==> src/rtl/gpio_bank_pkg.sv <==
package gpio_bank_pkg;
  localparam int DATA_W    = 32;
  localparam int MAX_LINES = 32;

  localparam int OFF_MODE = 'h00;
  localparam int OFF_DIR  = 'h04;
  localparam int OFF_OUT  = 'h08;
  localparam int OFF_IN   = 'h0C;
  localparam int OFF_POL  = 'h20;
  localparam int OFF_EDGE = 'h24;
  localparam int OFF_FILT = 'h28;
  localparam int OFF_SRC  = 'h40;
  localparam int OFF_BOTH = 'h4C;

  function automatic int eff_lines(int n);
    return (n < 1 || n > MAX_LINES) ? MAX_LINES : n;
  endfunction

  function automatic logic [DATA_W-1:0] line_mask(int n);
    logic [DATA_W-1:0] m;
    for (int i = 0; i < DATA_W; i++) m[i] = (i < n);
    return m;
  endfunction
endpackage

==> src/rtl/gpio_bank_regs.sv <==
module gpio_bank_regs
  import gpio_bank_pkg::*;
#(
  parameter int ADDR_W = 8,
  parameter int LINES  = 32,
  parameter bit RICH   = 1'b1
) (
  input  logic              clk_i,
  input  logic              rst_ni,
  input  logic              we_i,
  input  logic [ADDR_W-1:0] addr_i,
  input  logic [DATA_W-1:0] wdata_i,
  input  logic [DATA_W-1:0] in_view_i,
  output logic [DATA_W-1:0] mode_o,
  output logic [DATA_W-1:0] dir_o,
  output logic [DATA_W-1:0] out_o,
  output logic [DATA_W-1:0] pol_o,
  output logic [DATA_W-1:0] edge_o,
  output logic [DATA_W-1:0] filt_o,
  output logic [DATA_W-1:0] src_o,
  output logic [DATA_W-1:0] both_o,
  output logic [DATA_W-1:0] rdata_o
);
  localparam logic [DATA_W-1:0] MASK = line_mask(LINES);

  logic [DATA_W-1:0] mode_q, dir_q, out_q, pol_q, edge_q, filt_q, src_q, both_q;
  logic [DATA_W-1:0] wmask;

  assign wmask = wdata_i & MASK;

  always_ff @(posedge clk_i or negedge rst_ni) begin
    if (!rst_ni) begin
      mode_q <= '0;
      dir_q  <= '0;
      out_q  <= '0;
      pol_q  <= '0;
      edge_q <= '0;
      filt_q <= '0;
    end else if (we_i) begin
      case (addr_i)
        ADDR_W'(OFF_MODE): mode_q <= wmask;
        ADDR_W'(OFF_DIR):  dir_q  <= wmask;
        ADDR_W'(OFF_OUT):  out_q  <= wmask;
        ADDR_W'(OFF_POL):  pol_q  <= wmask;
        ADDR_W'(OFF_EDGE): edge_q <= wmask;
        ADDR_W'(OFF_FILT): filt_q <= wmask;
        default: ;
      endcase
    end
  end

  generate
    if (RICH) begin : g_rich
      always_ff @(posedge clk_i or negedge rst_ni) begin
        if (!rst_ni) begin
          src_q  <= '0;
          both_q <= '0;
        end else if (we_i) begin
          if (addr_i == ADDR_W'(OFF_SRC))  src_q  <= wmask;
          if (addr_i == ADDR_W'(OFF_BOTH)) both_q <= wmask;
        end
      end
    end else begin : g_lite
      assign src_q  = '0;
      assign both_q = '0;
    end
  endgenerate

  always_comb begin
    rdata_o = '0;
    case (addr_i)
      ADDR_W'(OFF_MODE): rdata_o = mode_q;
      ADDR_W'(OFF_DIR):  rdata_o = dir_q;
      ADDR_W'(OFF_OUT):  rdata_o = out_q;
      ADDR_W'(OFF_IN):   rdata_o = in_view_i;
      ADDR_W'(OFF_POL):  rdata_o = pol_q;
      ADDR_W'(OFF_EDGE): rdata_o = edge_q;
      ADDR_W'(OFF_FILT): rdata_o = filt_q;
      ADDR_W'(OFF_SRC):  rdata_o = src_q;
      ADDR_W'(OFF_BOTH): rdata_o = both_q;
      default:           rdata_o = '0;
    endcase
  end

  assign mode_o = mode_q;
  assign dir_o  = dir_q;
  assign out_o  = out_q;
  assign pol_o  = pol_q;
  assign edge_o = edge_q;
  assign filt_o = filt_q;
  assign src_o  = src_q;
  assign both_o = both_q;
endmodule

==> src/rtl/gpio_bank_sync.sv <==
module gpio_bank_sync #(
  parameter int W      = 32,
  parameter int STAGES = 2
) (
  input  logic         clk_i,
  input  logic         rst_ni,
  input  logic [W-1:0] d_i,
  output logic [W-1:0] q_o
);
  logic [W-1:0] stg_q [STAGES];

  generate
    for (genvar s = 0; s < STAGES; s++) begin : g_stage
      always_ff @(posedge clk_i or negedge rst_ni) begin
        if (!rst_ni) stg_q[s] <= '0;
        else if (s == 0) stg_q[s] <= d_i;
        else stg_q[s] <= stg_q[(s == 0) ? 0 : s-1];
      end
    end
  endgenerate

  assign q_o = stg_q[STAGES-1];
endmodule

==> src/rtl/gpio_bank_pinmux.sv <==
module gpio_bank_pinmux
  import gpio_bank_pkg::*;
#(
  parameter int LINES = 32
) (
  input  logic [DATA_W-1:0] mode_i,
  input  logic [DATA_W-1:0] dir_i,
  input  logic [DATA_W-1:0] out_i,
  input  logic [DATA_W-1:0] src_i,
  input  logic [DATA_W-1:0] alt_i,
  input  logic [DATA_W-1:0] sync_i,
  output logic [DATA_W-1:0] pad_o,
  output logic [DATA_W-1:0] pad_oe_o,
  output logic [DATA_W-1:0] in_view_o
);
  localparam logic [DATA_W-1:0] MASK = line_mask(LINES);

  generate
    for (genvar i = 0; i < DATA_W; i++) begin : g_pin
      if (MASK[i]) begin : g_on
        assign pad_o[i]     = src_i[i] ? alt_i[i] : out_i[i];
        assign pad_oe_o[i]  = ~mode_i[i] & dir_i[i];
        // driven pins read back what is driven; pad level is not trusted
        assign in_view_o[i] = pad_oe_o[i] ? pad_o[i] : sync_i[i];
      end else begin : g_off
        assign pad_o[i]     = 1'b0;
        assign pad_oe_o[i]  = 1'b0;
        assign in_view_o[i] = 1'b0;
      end
    end
  endgenerate
endmodule

==> src/rtl/gpio_bank.sv <==
module gpio_bank
  import gpio_bank_pkg::*;
#(
  parameter int ADDR_W    = 8,
  parameter int NUM_LINES = 32,
  parameter bit RICH      = 1'b1
) (
  input  logic              clk_i,
  input  logic              rst_ni,
  input  logic [ADDR_W-1:0] addr_i,
  input  logic              we_i,
  input  logic [31:0]       wdata_i,
  output logic [31:0]       rdata_o,
  input  logic [31:0]       pad_i,
  input  logic [31:0]       alt_i,
  output logic [31:0]       pad_o,
  output logic [31:0]       pad_oe_o,
  output logic [31:0]       mode_o,
  output logic [31:0]       pol_o,
  output logic [31:0]       edge_o,
  output logic [31:0]       both_o,
  output logic [31:0]       filt_o
);
  localparam int LINES_EFF = eff_lines(NUM_LINES);
  localparam logic [DATA_W-1:0] MASK = line_mask(LINES_EFF);

  logic [DATA_W-1:0] dir_q, out_q, src_q, sync_q, in_view;

  gpio_bank_regs #(.ADDR_W(ADDR_W), .LINES(LINES_EFF), .RICH(RICH)) u_regs (
    .clk_i, .rst_ni, .we_i, .addr_i, .wdata_i,
    .in_view_i(in_view),
    .mode_o, .dir_o(dir_q), .out_o(out_q), .pol_o, .edge_o, .filt_o,
    .src_o(src_q), .both_o, .rdata_o
  );

  gpio_bank_sync #(.W(DATA_W), .STAGES(2)) u_sync (
    .clk_i, .rst_ni,
    .d_i(pad_i & MASK),
    .q_o(sync_q)
  );

  gpio_bank_pinmux #(.LINES(LINES_EFF)) u_pinmux (
    .mode_i(mode_o), .dir_i(dir_q), .out_i(out_q), .src_i(src_q),
    .alt_i, .sync_i(sync_q),
    .pad_o, .pad_oe_o, .in_view_o(in_view)
  );
endmodule

==> config.mk <==
export PLATFORM = sky130hd
export DESIGN_NAME = gpio_bank
export DESIGN_NICKNAME = d
export VERILOG_FILES = /design/src/rtl/gpio_bank_pkg.sv /design/src/rtl/gpio_bank_regs.sv /design/src/rtl/gpio_bank_sync.sv /design/src/rtl/gpio_bank_pinmux.sv /design/src/rtl/gpio_bank.sv
export SDC_FILE = /design/constraint.sdc
export NUM_CORES = 1
export LEC_CHECK = 0
export BUFFER_PORTS_ARGS = -buffer_cell sky130_fd_sc_hd__clkbuf_2
export CORE_MARGIN = 3
export CORE_UTILIZATION = 54
export DETAILED_ROUTE_END_ITERATION = 16
export GPL_ROUTABILITY_DRIVEN = 0
export GPL_TIMING_DRIVEN = 0
export PLACE_DENSITY = 0.81
export SLEW_MARGIN = 20
export SYNTH_ARGS = -nofsm -noshare
export SYNTH_HDL_FRONTEND = slang
export SYNTH_SLANG_ARGS = --single-unit
==> constraint.sdc <==
create_clock -name clk_i -period 1.9 [get_ports clk_i]
set_input_delay 0.19 -clock clk_i [delete_from_list [all_inputs] [get_ports clk_i]]
set_output_delay 0.19 -clock clk_i [all_outputs]
set_load 0.01 [all_outputs]
* Word-level counts from Yosys, hierarchy flattened
Index checks and enable logic that the tools add are counted.
Storage, ports and cells: flip-flop bits (word level) 320, input bits 107, output and inout port bits 256
Operators by class: equal/unequal tests 8, reductions and logical operators 9, multiplexer cells 65, bitwise operators 64
Operator list (count):
- $pmux 32 s9 | 1
- $mux 1 | 64
- $and 1x1->1 | 32
- $not 1->1 | 32
- $eq 8x6->1 const B | 3
- $eq 8x4->1 const B | 2
- $eq 8x7->1 const B | 2
- $reduce_and 2->1 | 8
- $eq 8x3->1 const B | 1
- $logic_not 8->1 | 1

* Longest topological paths before layout
Gate-level depths: netlist of run 1.
depth after elaboration 4, mapped depth 7, gate-level depth less buffers 4

* By module
Synthesis of run 1 repeated with hierarchy kept, for this count alone.
Second synthesis, totals: cell total of the unflattened synthesis 1082, area total of the unflattened synthesis 14934.3 sq um
Modules (own cells, without submodules):
- gpio_bank_regs | area each 11931.4 sq um, cells each 890, instances 1, seq. area each 6406.1 sq um
- gpio_bank_sync | area each 1841.8 sq um, cells each 96, instances 1, seq. area each 1601.5 sq um
- gpio_bank_pinmux | area each 1161.1 sq um, cells each 96, instances 1, seq. area each 0.0 sq um

* Least setup slack after synthesis of run 1
OpenSTA, ideal clock, no wires.
kind register -> output, start register u_regs.mode_q[31], in the netlist u_regs.mode_o[31], end output rdata_o[31], path slack 0.024 ns, arrival 1.686 ns, cell stages (with the launch flop) 5, buffers on the path 0, required time 1.710 ns, cells stage by stage dfrtp_1 -> nor2b_1 -> mux2_2 -> mux4_2 -> a21o_1
Between the ends: longest elaborated chain between the ends 4
RTL lines:
- from (decl) | RTL line gpio_bank_regs.sv:26 | logic [DATA_W-1:0] mode_q, dir_q, out_q, pol_q, edge_q, filt_q, src_q, both_q;
- from (signal assigned) | RTL line gpio_bank_regs.sv:41 | ADDR_W'(OFF_MODE): mode_q <= wmask;
- $not 1->1 | RTL line gpio_bank_pinmux.sv:22 | assign pad_oe_o[i] = ~mode_i[i] & dir_i[i];
- $and 1x1->1 | RTL line gpio_bank_pinmux.sv:22
- via pad_oe_o[31] | RTL line gpio_bank.sv:17 | output logic [31:0] pad_oe_o,
- $mux 1 | RTL line gpio_bank_pinmux.sv:24 | assign in_view_o[i] = pad_oe_o[i] ? pad_o[i] : sync_i[i];
- $pmux 32 s9 | RTL line gpio_bank_regs.sv:71 | case (addr_i)
- to (decl) | RTL line gpio_bank.sv:13 | output logic [31:0] rdata_o,
The timed path passes the listed nets, and every way through them passes these cells.

* Worst setup path after layout of run 1
start register u_regs.src_q[31], in the netlist u_regs.src_o[31], end output rdata_o[31]
Between the ends: longest elaborated chain between the ends 3
RTL lines:
- from (decl) | RTL line gpio_bank_regs.sv:26
- from (signal assigned) | RTL line gpio_bank_regs.sv:59 | if (addr_i == ADDR_W'(OFF_SRC)) src_q <= wmask;
- $mux 1 | RTL line gpio_bank_pinmux.sv:21 | assign pad_o[i] = src_i[i] ? alt_i[i] : out_i[i];
- $mux 1 | RTL line gpio_bank_pinmux.sv:24
- $pmux 32 s9 (*) | RTL line gpio_bank_regs.sv:71
Mark *: on every way between the ends. The rest lies on a longest branch, timed or not.

==> out/results.tsv, run 1 <==
metric	value	unit
Nets	1638	
Worst Slack Setup Final	-0.576	ns
layout cell share with drive strength beyond 1	55.8	%
largest net degree at the start of global routing	95	
Worst Skew	0.00874	ns
CP Capture Type	output port	
Synth area leaders	dfrtp_1 54%, mux2_2 14%, mux2_4 6.1%, mux2_1 4.8%, mux2i_1 2.5%	
post-route ant nets	0	
crit path max fanout	2	
post-route design area	0.0198	sq mm
Slew headroom	30.0	%
P_sw	4.00	mW
Critical-path top delay cell	mux4_2	
power density of the placed cells	804	mW/mm^2
post-synthesis xor/xnor area fraction	0	%
pre-CTS setup slack	-1.25	ns
worst-path cell chain	mux2_4 > mux2_4 > mux4_2 > a21o_1 > clkbuf_2	
Sw Ratio	25.2	%
Util after Layout	74.8	%
CTS H-Tree Depth	2	
GRT Util Overall	35.8	%
port bufs	358	
Critical Path RT	1.71	ns
clock power share	41.4	%
WS Path Type	register to output port	
core area	0.0264	sq mm
Placed Instance Area	0.0170	sq mm
maximum capacitance violations	0	
Sink Count	320	
vias in the first global route	12300	
ant diodes	0	
met3 GRT Util	9.03	%
violated checks	negative setup slack	
clock-pin slew on the worst setup and hold paths	0.06	ns
Rows	59	
vias post-DR	11900	
vias per inst	6.27	
final WL	54400	um
Final Power	15.9	mW
Synth top area share	54.5	%
Synth Area in Adders	0	%
crit start category	register	
Synth Net Count	1130	
sequential area share after synthesis	54.5	%
final worst path period share	130	%
Starting DRT DRC Count	1019	
Worst-Margin Slew	1.05	ns
commonest non-fill, non-tap cells in the layout	337 x clkbuf_2, 318 x dfrtp_1, 143 x mux2_2	
kind of cell adding the most delay to the critical path	multiplexers	
CTS tree	built	
Setup TNS	-5.93	ns
Yosys Warn Count	0	
Synth Area in Simple Gates	4.88	%
max-slew violations	0	
post-synthesis cell type count	48	
Die Wd	171	um
Mapped Cells	1023	
Worst Path Buf+Inv	1	
Die Y	171	um
initial antenna violation count	0	
crit-path max cell delay	0.47	ns
status	finished, violations left	
Initial Util	55.6	%
maximum VDD drop	0.765	mV
critical path's most frequent cell	mux2_4	
number of synthesized flops with an enable pin	0	
clk buf depth	3	
Avg Cell Area, Syn	14.4	sq um
internal power	11.9	mW
gr ovfl total	0	
Routed WL per cell	28.8	um
Detail Placement HPWL	34800	um
HP Class	input port to register	
GR Layer Usage met2	58.3	%
Synth area leader	dfrtp_1	
number of synthesized register bits	320	
leak pwr	10.2	nW
critical path arrival	2.29	ns
Synth Area in Compound Gates	9.61	%
Clock Latency Late Sink	0.52	ns
ys async rst share	100	%
Seq pwr share	46.7	%
CTS root buffer	clkbuf_16	
mux share of post-synthesis cell area	28.4	%
Area Growth Syn to Fin	34.6	%
layer with the highest usage	met2	
prevailing post-synth register cell	dfrtp_1	
cell area after synthesis	0.0147	sq mm
Final setup violation count	32	
met1 usage	45.3	%
RSZ-0062 raised after global routing	yes	
combinational family with the most area after synthesis	multiplexers	
# IOs	363	
die footprint	0.0292	sq mm
post-layout min period	2.48	ns
first-pass GRT wire length	77600	um
TritonCTS buffer count	35	
Gate power share	12.0	%
first-pass iteration count of the detailed router	5	
Residual DRC	0	
most common library cell in the layout ignoring fill and taps	clkbuf_2	
Max Freq	404	MHz
final hold violation count	0	
## power groups by stage
stage / sequential (mW) / clock (mW) / combinational [mW]
2_1_floorplan: 7.52 / 0 / 0.664
3_3_place_gp: 7.50 / 0 / 1.49
6_report: 7.42 / 6.58 / 1.90
4_1_cts: 7.40 / 6.59 / 1.79
3_5_place_dp: 7.52 / 0 / 1.56
5_1_grt: 7.45 / 6.88 / 2.01
## synthesized netlist by cell type, drive strengths merged, types with 3 or more instances
library cell,instances
mux2,308
a22o,35
inv,13
o221ai,4
nand2,13
a2bb2oi,11
o2bb2ai,14
mux4,5
dfrtp,320
clkbuf,29
nand3b,12
a21oi,8
nor4b,4
a32oi,11
buf,38
a22oi,41
nand3,6
a222oi,8
o21ai,6
mux2i,37
o211ai,27
nor4,3
nor2,4
nor3,3
nor2b,36
and2,7
o22a,9
## per-stage QoR
step                cells  hold WS, ns
floorplan            1023       -0.106
global placement     1716        0.298
detailed placement   1719        0.202
CTS                  1864      0.00441
global route         1891       0.0181
finish               1891       0.0157
## sequential cells by signal (all words and copies together) (netlist names)
signal	cells
u_regs.filt_o	32
u_regs.edge_o	32
u_sync.stg_q	32
u_sync.q_o	32
u_regs.mode_o	32
u_regs.out_o	32
u_regs.both_o	32
u_regs.dir_o	32
u_regs.src_o	32
u_regs.pol_o	32
## cell type report
cell class	instances	area [sq um]
buffer	65	543
clock buffer	54	1020
clock inverter	8	67.6
fill	1680	6650
inverter	13	48.8
multi-input combinational	623	6780
sequential	320	8010
tap	335	419
timing repair buffer	473	2890
## worst paths after layout
kind                                        from           endpoint  slack [ns]  cells after the start
worst min register to register  u_sync.stg_q[55]     u_sync.q_o[23]        0.34                      0
worst max register to register  u_regs.src_o[31]   u_regs.src_o[31]        0.86                      3
worst min-delay path                 wdata_i[29]  u_regs.edge_o[29]        0.02                      2
max in group asynchronous                 rst_ni   u_regs.mode_o[6]        0.81                      3
worst max-delay path            u_regs.src_o[31]        rdata_o[31]       -0.58                      5
min in group asynchronous                 rst_ni   u_sync.stg_q[59]        0.23                      2
## metal layers
layer	up-vias	share of wire [%]
met3	191	9.1
met1	6067	37
met2	732	48
met4	0	5.4
li1	4868	-
met5	-	0
## cell families (layout without fill, tap and decap cells)
family | count (synthesis) | after routing
AO/OA/AOI/OAI | 176 | 176
flip-flops | 320 | 320
multiplexers | 350 | 350
buffers and inverters | 80 | 613
AND/OR/NAND/NOR | 97 | 97
## what timing repair did
action	4_1_cts	5_1_grt
endpoints found under the hold margin	88	0
buffers inserted	48	26
cloned	2	1
resized for setup	150	85
endpoints found under the setup margin	104	49
hold buffers	35	0
pin swaps	41	19
No activity file was read; power rests on OpenSTA's default activity.
==> inputs of run 2 (changes only) <==
--- a/config.mk
+++ b/config.mk
@@ -14,2 +14,3 @@
 export PLACE_DENSITY = 0.81
+export SKIP_CTS_REPAIR_TIMING = 1
 export SLEW_MARGIN = 20
--- a/constraint.sdc
+++ b/constraint.sdc
@@ -3,2 +3,2 @@
 set_output_delay 0.19 -clock clk_i [all_outputs]
-set_load 0.01 [all_outputs]
+set_load 0.1 [all_outputs]
==> run 2 against run 1 <==
Die area stayed put. Global-route usage is 1.2 points lower. Combinational power is 92% higher. Worst setup slack worse by 0.063 ns. The flow still finishes with violations (negative setup slack). Critical endpoint unchanged. First-iteration DRC count is 12% higher. Critical path depth stayed put.
==> out/results.tsv, run 2 (synthesis results as in run 1) <==
metric	value	unit
status	finished, violations left	
violated checks	negative setup slack	
Gate power share	20.0	%
ant diodes	0	
fillcell total	1578	
Routed WL per cell	29.3	um
placed insts	1721	
CTS tree	built	
maximum VDD drop	0.763	mV
Clock Latency Late Sink	0.51	ns
Worst Skew	0.00590	ns
WS Path Type	register to output port	
clk buf depth	3	
port bufs	358	
clock power share	39.1	%
crit path max fanout	3	
Final setup violation count	52	
first-pass iteration count of the detailed router	5	
clock-pin slew on the worst setup and hold paths	0.06	ns
HP Class	input port to register	
Slew headroom	24.0	%
largest net degree at the start of global routing	95	
core area	0.0264	sq mm
most common library cell in the layout ignoring fill and taps	clkbuf_2	
Rows	59	
Worst-Margin Slew	1.14	ns
Sw Ratio	32.1	%
post-route ant nets	0	
die footprint	0.0292	sq mm
power density of the placed cells	893	mW/mm^2
Seq pwr share	40.9	%
final WL	55600	um
Initial Util	55.6	%
commonest non-fill, non-tap cells in the layout	317 x clkbuf_2, 288 x dfrtp_1, 149 x mux2_2	
RSZ-0062 raised after global routing	yes	
final hold violation count	0	
# IOs	363	
final worst path period share	134	%
leak pwr	10.2	nW
critical path arrival	2.35	ns
crit start category	register	
first-pass GRT wire length	74700	um
CTS H-Tree Depth	2	
Max Freq	394	MHz
CP Capture Type	output port	
Sink Count	320	
max-slew violations	0	
gr ovfl total	0	
Area Growth Syn to Fin	39.0	%
Critical Path RT	1.71	ns
Die Y	171	um
Worst Slack Setup Final	-0.640	ns
Detail Placement HPWL	35700	um
vias in the first global route	11600	
layout cell share with drive strength beyond 1	58.5	%
initial antenna violation count	1	
Residual DRC	0	
Die Wd	171	um
CTS root buffer	clkbuf_16	
Nets	1644	
GRT Util Overall	34.6	%
vias per inst	6.37	
Util after Layout	77.3	%
internal power	12.4	mW
TritonCTS buffer count	35	
Starting DRT DRC Count	1143	
Cell Count, Final, Fillers Out	1896	
P_sw	5.86	mW
vias post-DR	12100	
maximum capacitance violations	0	
post-layout min period	2.54	ns
==> run 2: changes by cell type in the layout (fill, tap and decap cells not counted), moves of 5 or more <==
cell,delta
clkbuf_2,-20
mux2_4,-6
mux2_2,+6
buf_12,+8
dfrtp_4,+32
nor2b_2,-21
buf_2,-18
nor2b_1,-6
buf_4,+19
nor2b_4,+27
buf_6,+26
clkbuf_1,-5
dfrtp_1,-30
==> run 2: path summary, 6_finish.rpt <==
kind	from	endpoint	slack (ns)	depth (start not counted)
min in group asynchronous	rst_ni	u_regs.both_o[16]	0.26	2
min	wdata_i[29]	u_regs.filt_o[29]	0.01	2
max in group asynchronous	rst_ni	u_regs.mode_o[23]	0.35	4
max	u_regs.src_o[31]	rdata_o[31]	-0.64	5
max reg2reg	u_regs.src_o[6]	u_regs.src_o[6]	0.87	3
min reg2reg	u_sync.stg_q[56]	u_sync.q_o[24]	0.34	0
==> run 2: worst max-delay path, stage by stage, from the launching register on <==
cell	delay, ns
dfrtp_1	0.41
mux2_4	0.31
mux2_4	0.26
mux4_2	0.48
a21o_4	0.22
buf_12	0.16
==> run 2: area by class of cell <==
| type | count | area (sq um) | area share (%) |
|---|---|---|---|
| buffer | 65 | 508 | 2.49 |
| clock buffer | 51 | 1030 | 5.04 |
| clock inverter | 10 | 159 | 0.778 |
| inverter | 13 | 48.8 | 0.239 |
| multi-input combinational | 623 | 6940 | 34.0 |
| sequential | 320 | 8130 | 39.8 |
| tap | 335 | 419 | 2.05 |
| timing repair buffer | 479 | 3200 | 15.6 |
==> run 2: stage by stage <==
step | setup TNS, ns | setup slack (ns) | cell area, sq um | power (mW) | hold WS [ns]
finish | -11.79 | -0.640 | 20400 | 18.2 | 0.0113
global placement | -2126.03 | -7.35 | 17400 | 10.8 | 0.298
global route | -13.93 | -0.684 | 20400 | 18.7 | 0.0218
CTS | -50.39 | -1.60 | 18700 | 17.9 | -0.269
floorplan | -38.13 | -1.58 | 15200 | 9.99 | -0.106
detailed placement | -140.22 | -1.60 | 17500 | 10.9 | 0.268
==> run 2: power groups by stage <==
stage,registers [mW],logic [mW],clock network [mW]
after floorplan,8.69,1.31,0
after global placement,7.55,3.27,0
after detailed placement,7.56,3.33,0
after CTS,7.44,3.34,7.13
after global routing,7.49,3.75,7.46
final,7.47,3.64,7.14
==> run 2: per-layer routing <==
| layer | part of all wire [%] | GRT usage, % | up-vias |
|---|---|---|---|
| li1 | - | - | 4889 |
| met1 | 37 | 46.4 | 6100 |
| met2 | 47 | 53.7 | 875 |
| met3 | 10 | 9.24 | 203 |
| met4 | 5.5 | 14.8 | 2 |
| met5 | 0.013 | 0 | - |
